===== src/rtl/pixdist_pkg.sv =====
package pixdist_pkg;

   typedef enum logic [1:0] {
      OPC_NONE = 2'd0,
      OPC_EXEC = 2'd1,
      OPC_TRAP = 2'd2
   } op_class_e;

   function automatic int unsigned sum_width(input int unsigned elem_w, input int unsigned count);
      return elem_w + $clog2(count);
   endfunction

endpackage


===== src/rtl/pixdist_decode.sv =====
module pixdist_decode
   import pixdist_pkg::*;
#(
   parameter int unsigned OP_W = 9,
   parameter logic [OP_W-1:0] MATCH_OP = 'h03E
) (
   input  logic            req_valid_i,
   input  logic [OP_W-1:0] opcode_i,
   input  logic            feat_en_i,
   output op_class_e       cls_o
);

   always_comb begin
      cls_o = OPC_NONE;
      if (req_valid_i && (opcode_i == MATCH_OP)) begin
         cls_o = feat_en_i ? OPC_EXEC : OPC_TRAP;
      end
   end

endmodule


===== src/rtl/pixdist_lane_mag.sv =====
module pixdist_lane_mag #(
   parameter int unsigned LANE_W = 8,
   parameter bit SIGNED_DIFF = 1'b1
) (
   input  logic [LANE_W-1:0] a_i,
   input  logic [LANE_W-1:0] b_i,
   output logic [LANE_W-1:0] mag_o
);

   if (SIGNED_DIFF) begin : g_signed
      logic signed [LANE_W:0] diff;
      logic signed [LANE_W:0] absd;
      always_comb begin
         diff = $signed({1'b0, a_i}) - $signed({1'b0, b_i});
         absd = diff[LANE_W] ? -diff : diff;
         mag_o = absd[LANE_W-1:0];
      end
   end else begin : g_compare
      always_comb begin
         mag_o = (a_i >= b_i) ? (a_i - b_i) : (b_i - a_i);
      end
   end

   // zero magnitude exactly when the two lane bytes agree
   always_comb begin
      assert_zero_iff_equal_R3: assert ((mag_o == '0) == (a_i == b_i));
   end

endmodule


===== src/rtl/pixdist_part_sum.sv =====
module pixdist_part_sum
   import pixdist_pkg::*;
#(
   parameter int unsigned LANE_W = 8,
   parameter int unsigned COUNT  = 4,
   localparam int unsigned SUM_W = sum_width(LANE_W, COUNT)
) (
   input  logic [COUNT-1:0][LANE_W-1:0] mag_i,
   output logic [SUM_W-1:0]             sum_o
);

   always_comb begin
      sum_o = '0;
      for (int k = 0; k < int'(COUNT); k++) begin
         sum_o = sum_o + SUM_W'(mag_i[k]);
      end
   end

endmodule


===== src/rtl/pixdist_acc.sv =====
module pixdist_acc
   import pixdist_pkg::*;
#(
   parameter int unsigned LANES  = 8,
   parameter int unsigned LANE_W = 8,
   parameter int unsigned ACC_W  = 64,
   parameter int unsigned PARTS  = 2,
   parameter int unsigned OP_W   = 9,
   parameter logic [OP_W-1:0] MATCH_OP = 'h03E,
   parameter bit SIGNED_DIFF = 1'b1
) (
   input  logic                    clk,
   input  logic                    rst,
   input  logic                    req_valid,
   input  logic [OP_W-1:0]         req_opcode,
   input  logic                    feat_en,
   input  logic [LANES*LANE_W-1:0] src_a,
   input  logic [LANES*LANE_W-1:0] src_b,
   input  logic [ACC_W-1:0]        acc_in,
   output logic                    rsp_valid,
   output logic                    rsp_illegal,
   output logic [ACC_W-1:0]        rsp_result
);

   localparam int unsigned DATA_W = LANES * LANE_W;
   localparam int unsigned PER_PART = LANES / PARTS;
   localparam int unsigned PART_W = sum_width(LANE_W, PER_PART);
   localparam int unsigned TOT_W  = sum_width(LANE_W, LANES);

   if (PARTS == 0 || (LANES % PARTS) != 0) begin : g_bad_parts
      $error("LANES must be a nonzero multiple of PARTS");
   end
   if (ACC_W < TOT_W) begin : g_bad_acc
      $error("ACC_W too narrow for the lane sum");
   end
   if (LANE_W < 2) begin : g_bad_lane
      $error("LANE_W must be at least 2");
   end

   op_class_e cls;

   pixdist_decode #(.OP_W(OP_W), .MATCH_OP(MATCH_OP)) u_decode (
      .req_valid_i (req_valid),
      .opcode_i    (req_opcode),
      .feat_en_i   (feat_en),
      .cls_o       (cls)
   );

   // stage 1: lane magnitudes and partial sums
   logic [LANES-1:0][LANE_W-1:0] mags;
   logic [PARTS-1:0][PART_W-1:0] parts;

   for (genvar i = 0; i < int'(LANES); i++) begin : g_lane
      pixdist_lane_mag #(.LANE_W(LANE_W), .SIGNED_DIFF(SIGNED_DIFF)) u_mag (
         .a_i   (src_a[DATA_W-1-i*LANE_W -: LANE_W]),
         .b_i   (src_b[DATA_W-1-i*LANE_W -: LANE_W]),
         .mag_o (mags[i])
      );
   end

   for (genvar p = 0; p < int'(PARTS); p++) begin : g_part
      pixdist_part_sum #(.LANE_W(LANE_W), .COUNT(PER_PART)) u_psum (
         .mag_i (mags[p*PER_PART +: PER_PART]),
         .sum_o (parts[p])
      );
   end

   logic                         s1_vld;
   logic                         s1_ill;
   logic [ACC_W-1:0]             s1_acc;
   logic [PARTS-1:0][PART_W-1:0] s1_parts;

   always_ff @(posedge clk) begin
      if (rst) begin
         s1_vld <= 1'b0;
         s1_ill <= 1'b0;
      end else begin
         s1_vld <= (cls == OPC_EXEC);
         s1_ill <= (cls == OPC_TRAP);
      end
   end

   always_ff @(posedge clk) begin
      if (cls == OPC_EXEC) begin
         s1_acc   <= acc_in;
         s1_parts <= parts;
      end
   end

   // stage 2: finish the tree and accumulate
   logic [TOT_W-1:0] total;

   always_comb begin
      total = '0;
      for (int q = 0; q < int'(PARTS); q++) begin
         total = total + TOT_W'(s1_parts[q]);
      end
   end

   always_ff @(posedge clk) begin
      if (rst) begin
         rsp_valid   <= 1'b0;
         rsp_illegal <= 1'b0;
      end else begin
         rsp_valid   <= s1_vld;
         rsp_illegal <= s1_ill;
      end
   end

   always_ff @(posedge clk) begin
      if (s1_vld) begin
         rsp_result <= s1_acc + ACC_W'(total);
      end
   end

   // legal request yields a result two cycles on
   assert_exec_latency_R4: assert property (@(posedge clk) disable iff (rst)
      (req_valid && req_opcode == MATCH_OP && feat_en) |=> ##1 (rsp_valid && !rsp_illegal));

   // disabled feature yields only the illegal flag
   assert_trap_when_disabled_R6: assert property (@(posedge clk) disable iff (rst)
      (req_valid && req_opcode == MATCH_OP && !feat_en) |=> ##1 (rsp_illegal && !rsp_valid));

   // foreign sub-opcode or idle strobe yields nothing
   assert_silent_other_R7: assert property (@(posedge clk) disable iff (rst)
      (!req_valid || req_opcode != MATCH_OP) |=> ##1 (!rsp_valid && !rsp_illegal));

   // identical sources leave the accumulator unchanged
   assert_identity_passthru_R3: assert property (@(posedge clk) disable iff (rst)
      (req_valid && req_opcode == MATCH_OP && feat_en && src_a == src_b)
      |=> ##1 (rsp_result == $past(acc_in, 2)));

   assert_flags_exclusive_R9: assert property (@(posedge clk) disable iff (rst)
      !(rsp_valid && rsp_illegal));

   assert_reset_clears_R8: assert property (@(posedge clk)
      $past(rst) |-> (!rsp_valid && !rsp_illegal));

endmodule


===== config.mk =====
export PLATFORM = sky130hd
export DESIGN_NAME = pixdist_acc
export DESIGN_NICKNAME = d
export VERILOG_FILES = /design/src/rtl/pixdist_pkg.sv /design/src/rtl/pixdist_decode.sv /design/src/rtl/pixdist_lane_mag.sv /design/src/rtl/pixdist_part_sum.sv /design/src/rtl/pixdist_acc.sv
export SDC_FILE = /design/constraint.sdc
export NUM_CORES = 1
export LEC_CHECK = 0
export ABC_AREA = 1
export BUFFER_PORTS_ARGS = -buffer_cell sky130_fd_sc_hd__buf_4
export CAP_MARGIN = 25
export CORE_MARGIN = 2
export CORE_UTILIZATION = 45
export DETAILED_ROUTE_END_ITERATION = 6
export HOLD_SLACK_MARGIN = 0.08
export PLACE_DENSITY = 0.65
export REMOVE_ABC_BUFFERS = 1
export SLEW_MARGIN = 0
export SYNTH_ARGS = -nofsm -noshare
export SYNTH_HDL_FRONTEND = slang
export SYNTH_SLANG_ARGS = --single-unit

===== constraint.sdc =====
create_clock -name clk -period 10 [get_ports clk]
set_input_delay 0.5 -clock clk [delete_from_list [all_inputs] [get_ports clk]]
set_output_delay 0.5 -clock clk [all_outputs]
set_load 0.005 [all_outputs]

; ---- Word-level counts from Yosys, hierarchy flattened
; Index checks and enable logic that the tools add are counted.
; W data, S select, Z words.
[word_totals]
wordCells = 46
inputBits = 205
regBits = 152
[classes]
muxes = 10
addsub = 24
reduce_logical = 1
n_eq_ne = 3
[op_table]
columns = op, count
row1 = $sub A8 B8 Y9, 8
row2 = $add A64 B11 Y64, 1
row3 = $mux W8, 8
row4 = $neg A8 Y8, 8
row5 = $add A10 B8 Y10, 4
row6 = $add A8 B8 Y9, 2
row7 = $add A10 B10 Y11, 1
row8 = $eq A9 B6 Y1 const B, 1
row9 = $mux W2, 2
row10 = $eq A2 B1 Y1 const B, 1
row11 = $eq A2 B2 Y1 const B, 1
row12 = $logic_and A1 B1 Y1, 1

; ---- Logic depth before layout (Yosys ltp)
[depth]
word_depth = 6
mapped_depth = 29

; ---- Hierarchy
; Synthesis repeated with hierarchy kept, for this count alone.
[unflattened]
hier_cells = 1901
hier_area_um2 = 14576.5
[modules_own_cells]
columns = mod, cells_each, area_each_um2, n_inst
row1 = pixdist_acc, 704, 7462.2, 1
row2 = pixdist_lane_mag, 120, 683.2, 8
row3 = pixdist_part_sum, 113, 799.5, 2
row4 = pixdist_decode, 11, 50.0, 1

; ---- Least setup slack after synthesis
; Ideal clock, no wire load.
[synth_path]
path_kind = input to register
startpoint = input port req_opcode[0]
endpoint = register s1_acc[0] (enable)
t_arrival_ns = 4.412
slack_ns = 5.061
setup_ns = 0.527
n_path_buf = 0
cell_stages = 5
required_time_ns = 9.473
cell_sequence = inv_1 nand4_1 nor4_1 nand3b_1 nor2_1
[synth_via]
elab_chain_len = 4
[synth_lines]
columns = element, line_no
row1 = start: declaration, pixdist_acc.sv:15  ; input logic [OP_W-1:0] req_opcode,
row2 = $eq A9 B6 Y1, pixdist_decode.sv:15  ; if (req_valid_i && (opcode_i == MATCH_OP)) begin
row3 = $logic_and A1 B1 Y1, pixdist_decode.sv:15
row4 = $mux W2, pixdist_decode.sv:15
row5 = $eq A2 B1 Y1, pixdist_acc.sv:84  ; if (cls == OPC_EXEC) begin
row6 = end signal: assignment, pixdist_acc.sv:85  ; s1_acc <= acc_in;
row7 = end: declaration, pixdist_acc.sv:70  ; logic [ACC_W-1:0] s1_acc;
; Every way passes these cells.
; A chain may end at the register's enable or synchronous reset.

; ---- Worst setup path in the final report
[layout_path]
startpoint = input port src_a[48]
endpoint = register s1_parts[8] (netlist bit), data pin
[layout_via]
elab_chain_len = 6
[layout_lines]
columns = element, line_no
row1 = start: declaration, pixdist_acc.sv:17  ; input logic [LANES*LANE_W-1:0] src_a,
row2 = $sub A8 B8 Y9 (*), pixdist_lane_mag.sv:14  ; diff = $signed({1'b0, a_i}) - $signed({1'b0, b_i});
row3 = $neg A8 Y8, pixdist_lane_mag.sv:15  ; absd = diff[LANE_W] ? -diff : diff;
row4 = $mux W8 (*), pixdist_lane_mag.sv:15
row5 = $add A8 B8 Y9 (*), pixdist_part_sum.sv:15  ; sum_o = sum_o + SUM_W'(mag_i[k]);
row6 = $add A10 B8 Y10 (*) (2 in series), pixdist_part_sum.sv:15
row7 = via g_part[0].u_psum.sum_o[8], pixdist_part_sum.sv:9  ; output logic [SUM_W-1:0] sum_o
row8 = end signal: assignment, pixdist_acc.sv:86  ; s1_parts <= parts;
row9 = end: declaration, pixdist_acc.sv:71  ; logic [PARTS-1:0][PART_W-1:0] s1_parts;
; The timed path passes the listed nets; every way through them passes the cells marked *.

==> flow_summary.ini <==
[status]
status = finished clean

[sta]
tns_ns = 0
fin_crit_sh_pct = 47.5
finalSetupViolCount = 0
setup_ws_ns = 5.25
skew_ns = 0.00972
slew_headroom_pct = 41.2
rsz0062_at_grt = no
worstMarginPinSlew_ns = 0.883
fmax_mhz = 210
slew_viol_final = 0
period_needed_ns = 4.75
final_hold_viol_count = 0

[routing]
wl_per_cell_um = 14.1
first_pass_iters = 5
initialDrtViolationCount = 683
wirelength_um = 35000
antenna_left = 0
drc_errors = 0
vias_per_cell = 4.95
num_vias = 12300

[clock_tree]
clk-insertion-delay-late_ns = 0.43
cts_tree = built
cts_num_sinks = 152
cts_hold_buffers = 0
cts_setup_buffers = 0
ctsHtreeMaxLevel = 4
ctsResizeCount = 0
numCtsBuffers = 17
root_buffer = clkbuf_16
cts_max_path_buffers = 2
clk_pin_slew_ns = 0.07

[global_routing]
met2_usage_pct = 38.3
grt_first_pass_wirelength_um = 55600
grt_use_met3_pct = 3.22
grt_max_degree = 66
top_usage_layer = met2
grt_use_met1_pct = 28.7
grt.total_usage_pct = 22.0
grt_antenna_before_repair = 1
grt-ovfl-total = 0
grt_pass1_vias = 11600

[setup_path]
required_ns = 10.19
max_stage_delay_ns = 0.53
cp-start-kind = input port
crit_slowest_cell = fa_1
path_class = input port to flop
cp-end-kind = flop
crit_buf_inv = 7
crit_family = adder cells
worstPathMaxFanout = 6
crit_arrival_ns = 4.94

[placement]
dp_slack_ns = 4.79
gp_congestion = 0.926
dp_hpwl_um = 29400
portBuffers = 270

[pwr]
peakVddDrop_mv = 0.144
p_per_area_nw_per_um2 = 187
p_leak_nw = 8.52

[finish]
num_antenna_cells = 0
final_nets = 2437
layout_common_cells = 492 x nand2_1, 350 x inv_1, 272 x buf_4, 148 x edfxtp_1, 131 x nand3_1
final_common_cell = nand2_1
drive_gt1_share_pct = 17.2
syn2layout_area_growth_pct = 23.0

[die]
rows = 63
die_width_um = 178
start_util_pct = 45.9
ios = 271
chipHeight_um = 178
fp.dieArea_um2 = 31800
coreArea_um2 = 29800

[synth]
netlist_area_um2 = 13700
synthCells = 1787
yosysSeqAreaShare_pct = 33.1
synth_area_leader_cell = edfxtp_1
synthTopCellsByArea = edfxtp_1 33%, nand2_1 14%, ha_1 10%
postSynthAreaPerCell_um2 = 7.65
ys_seq_elements = 152
ys_types = 44
synth_warnings = 0
yosys.area.top_type_share_pct = 32.5

[worst_hold_path]
hold_path_class = input port to flop

[flow_run]
maxCapViolations = 0
==> metal layers <==
layer  share of wire [%]  routed length, um
met3                 5.8               2030
met4                 2.2                759
met5               0.040                 14
met1                  44              15500
met2                  48              16700
==> power by group <==
group          switching (mW)  internal, mW  total (mW)
clock                   0.258         0.382       0.640
sequential           0.000367         0.796       0.797
combinational           0.996         0.703        1.70
total                    1.25          1.88        3.14
==> state kept, by name (all words and copies together) (netlist names) <==
signal and cells:
s1_ill 1, rsp_result 64, rsp_valid 1, rsp_illegal 1, s1_vld 1, s1_parts 20
s1_acc 64
==> worst register-to-register path: cells and delay by family, from the launching register on <==
| kind | cells | cell delay (ns) |
|---|---|---|
| AOI/OAI and AO/OA | 1 | 0.31 |
| adders and majority gates | 3 | 1.18 |
| buffers and inverters | 2 | 0.18 |
| DFF | 1 | 0.39 |
| and+or+nand+nor | 8 | 0.71 |
==> area by class of cell <==
class | count | area [um^2]
sequential | 152 | 4530
tap | 390 | 488
inverter | 355 | 1330
timing repair buffer | 273 | 2060
fill | 2871 | 13000
multi-input combinational | 1280 | 7810
clock inverter | 10 | 120
clock buffer | 22 | 464
==> kinds of logic (layout without fill, tap and decap cells) <==
group	after synthesis	after routing	share of synthesized area, %
adders and majority gates	153	153	16.2
xor gates and xnor gates	90	90	5.77
AOI/OAI and AO/OA	122	122	5.19
DFF	152	152	33.1
and+or+nand+nor	915	915	30.0
buffers and inverters	355	660	9.75
==> through the flow <==
stage	utilization, %	std cells	area [um^2]	total power, mW	hold WS (ns)
final	56.4	2482	16800	3.14	0.240
after detailed placement	54.4	2450	16200	2.50	0.397
after floorplan	-	1787	13700	2.12	0.388
after CTS	56.4	2482	16800	3.16	0.229
after global placement	54.4	2449	16200	2.47	0.396
after global routing	56.4	2482	16800	3.42	0.231
==> synthesized netlist by cell type, drive strengths merged <==
cell / instances
o2111ai: 1
ha: 114
nor4: 2
xor2: 59
o21ai: 23
nand3: 134
nor2: 132
fa: 39
nor3b: 1
o21a: 11
or2: 6
nand3b: 34
nand2: 512
dfxtp: 4
o311ai: 1
edfxtp: 148
nor3: 34
o211ai: 7
xnor2: 31
nand4: 55
a221oi: 1
a21oi: 71
inv: 355
a31oi: 1
nor2b: 1
and2: 4
o21bai: 3
a21o: 3
==> worst paths after layout <==
kind | cells past startpoint | slack, ns | from | end
worst max-delay path | 28 | 5.25 | src_a[48] | s1_parts[8]
worst min-delay path | 1 | 0.24 | acc_in[3] | s1_acc[3]
worst max register to register | 14 | 7.00 | s1_acc[1] | rsp_result[35]
worst min register to register | 2 | 0.40 | s1_ill | rsp_illegal
Note: power is estimated with default switching activity, not from simulation.
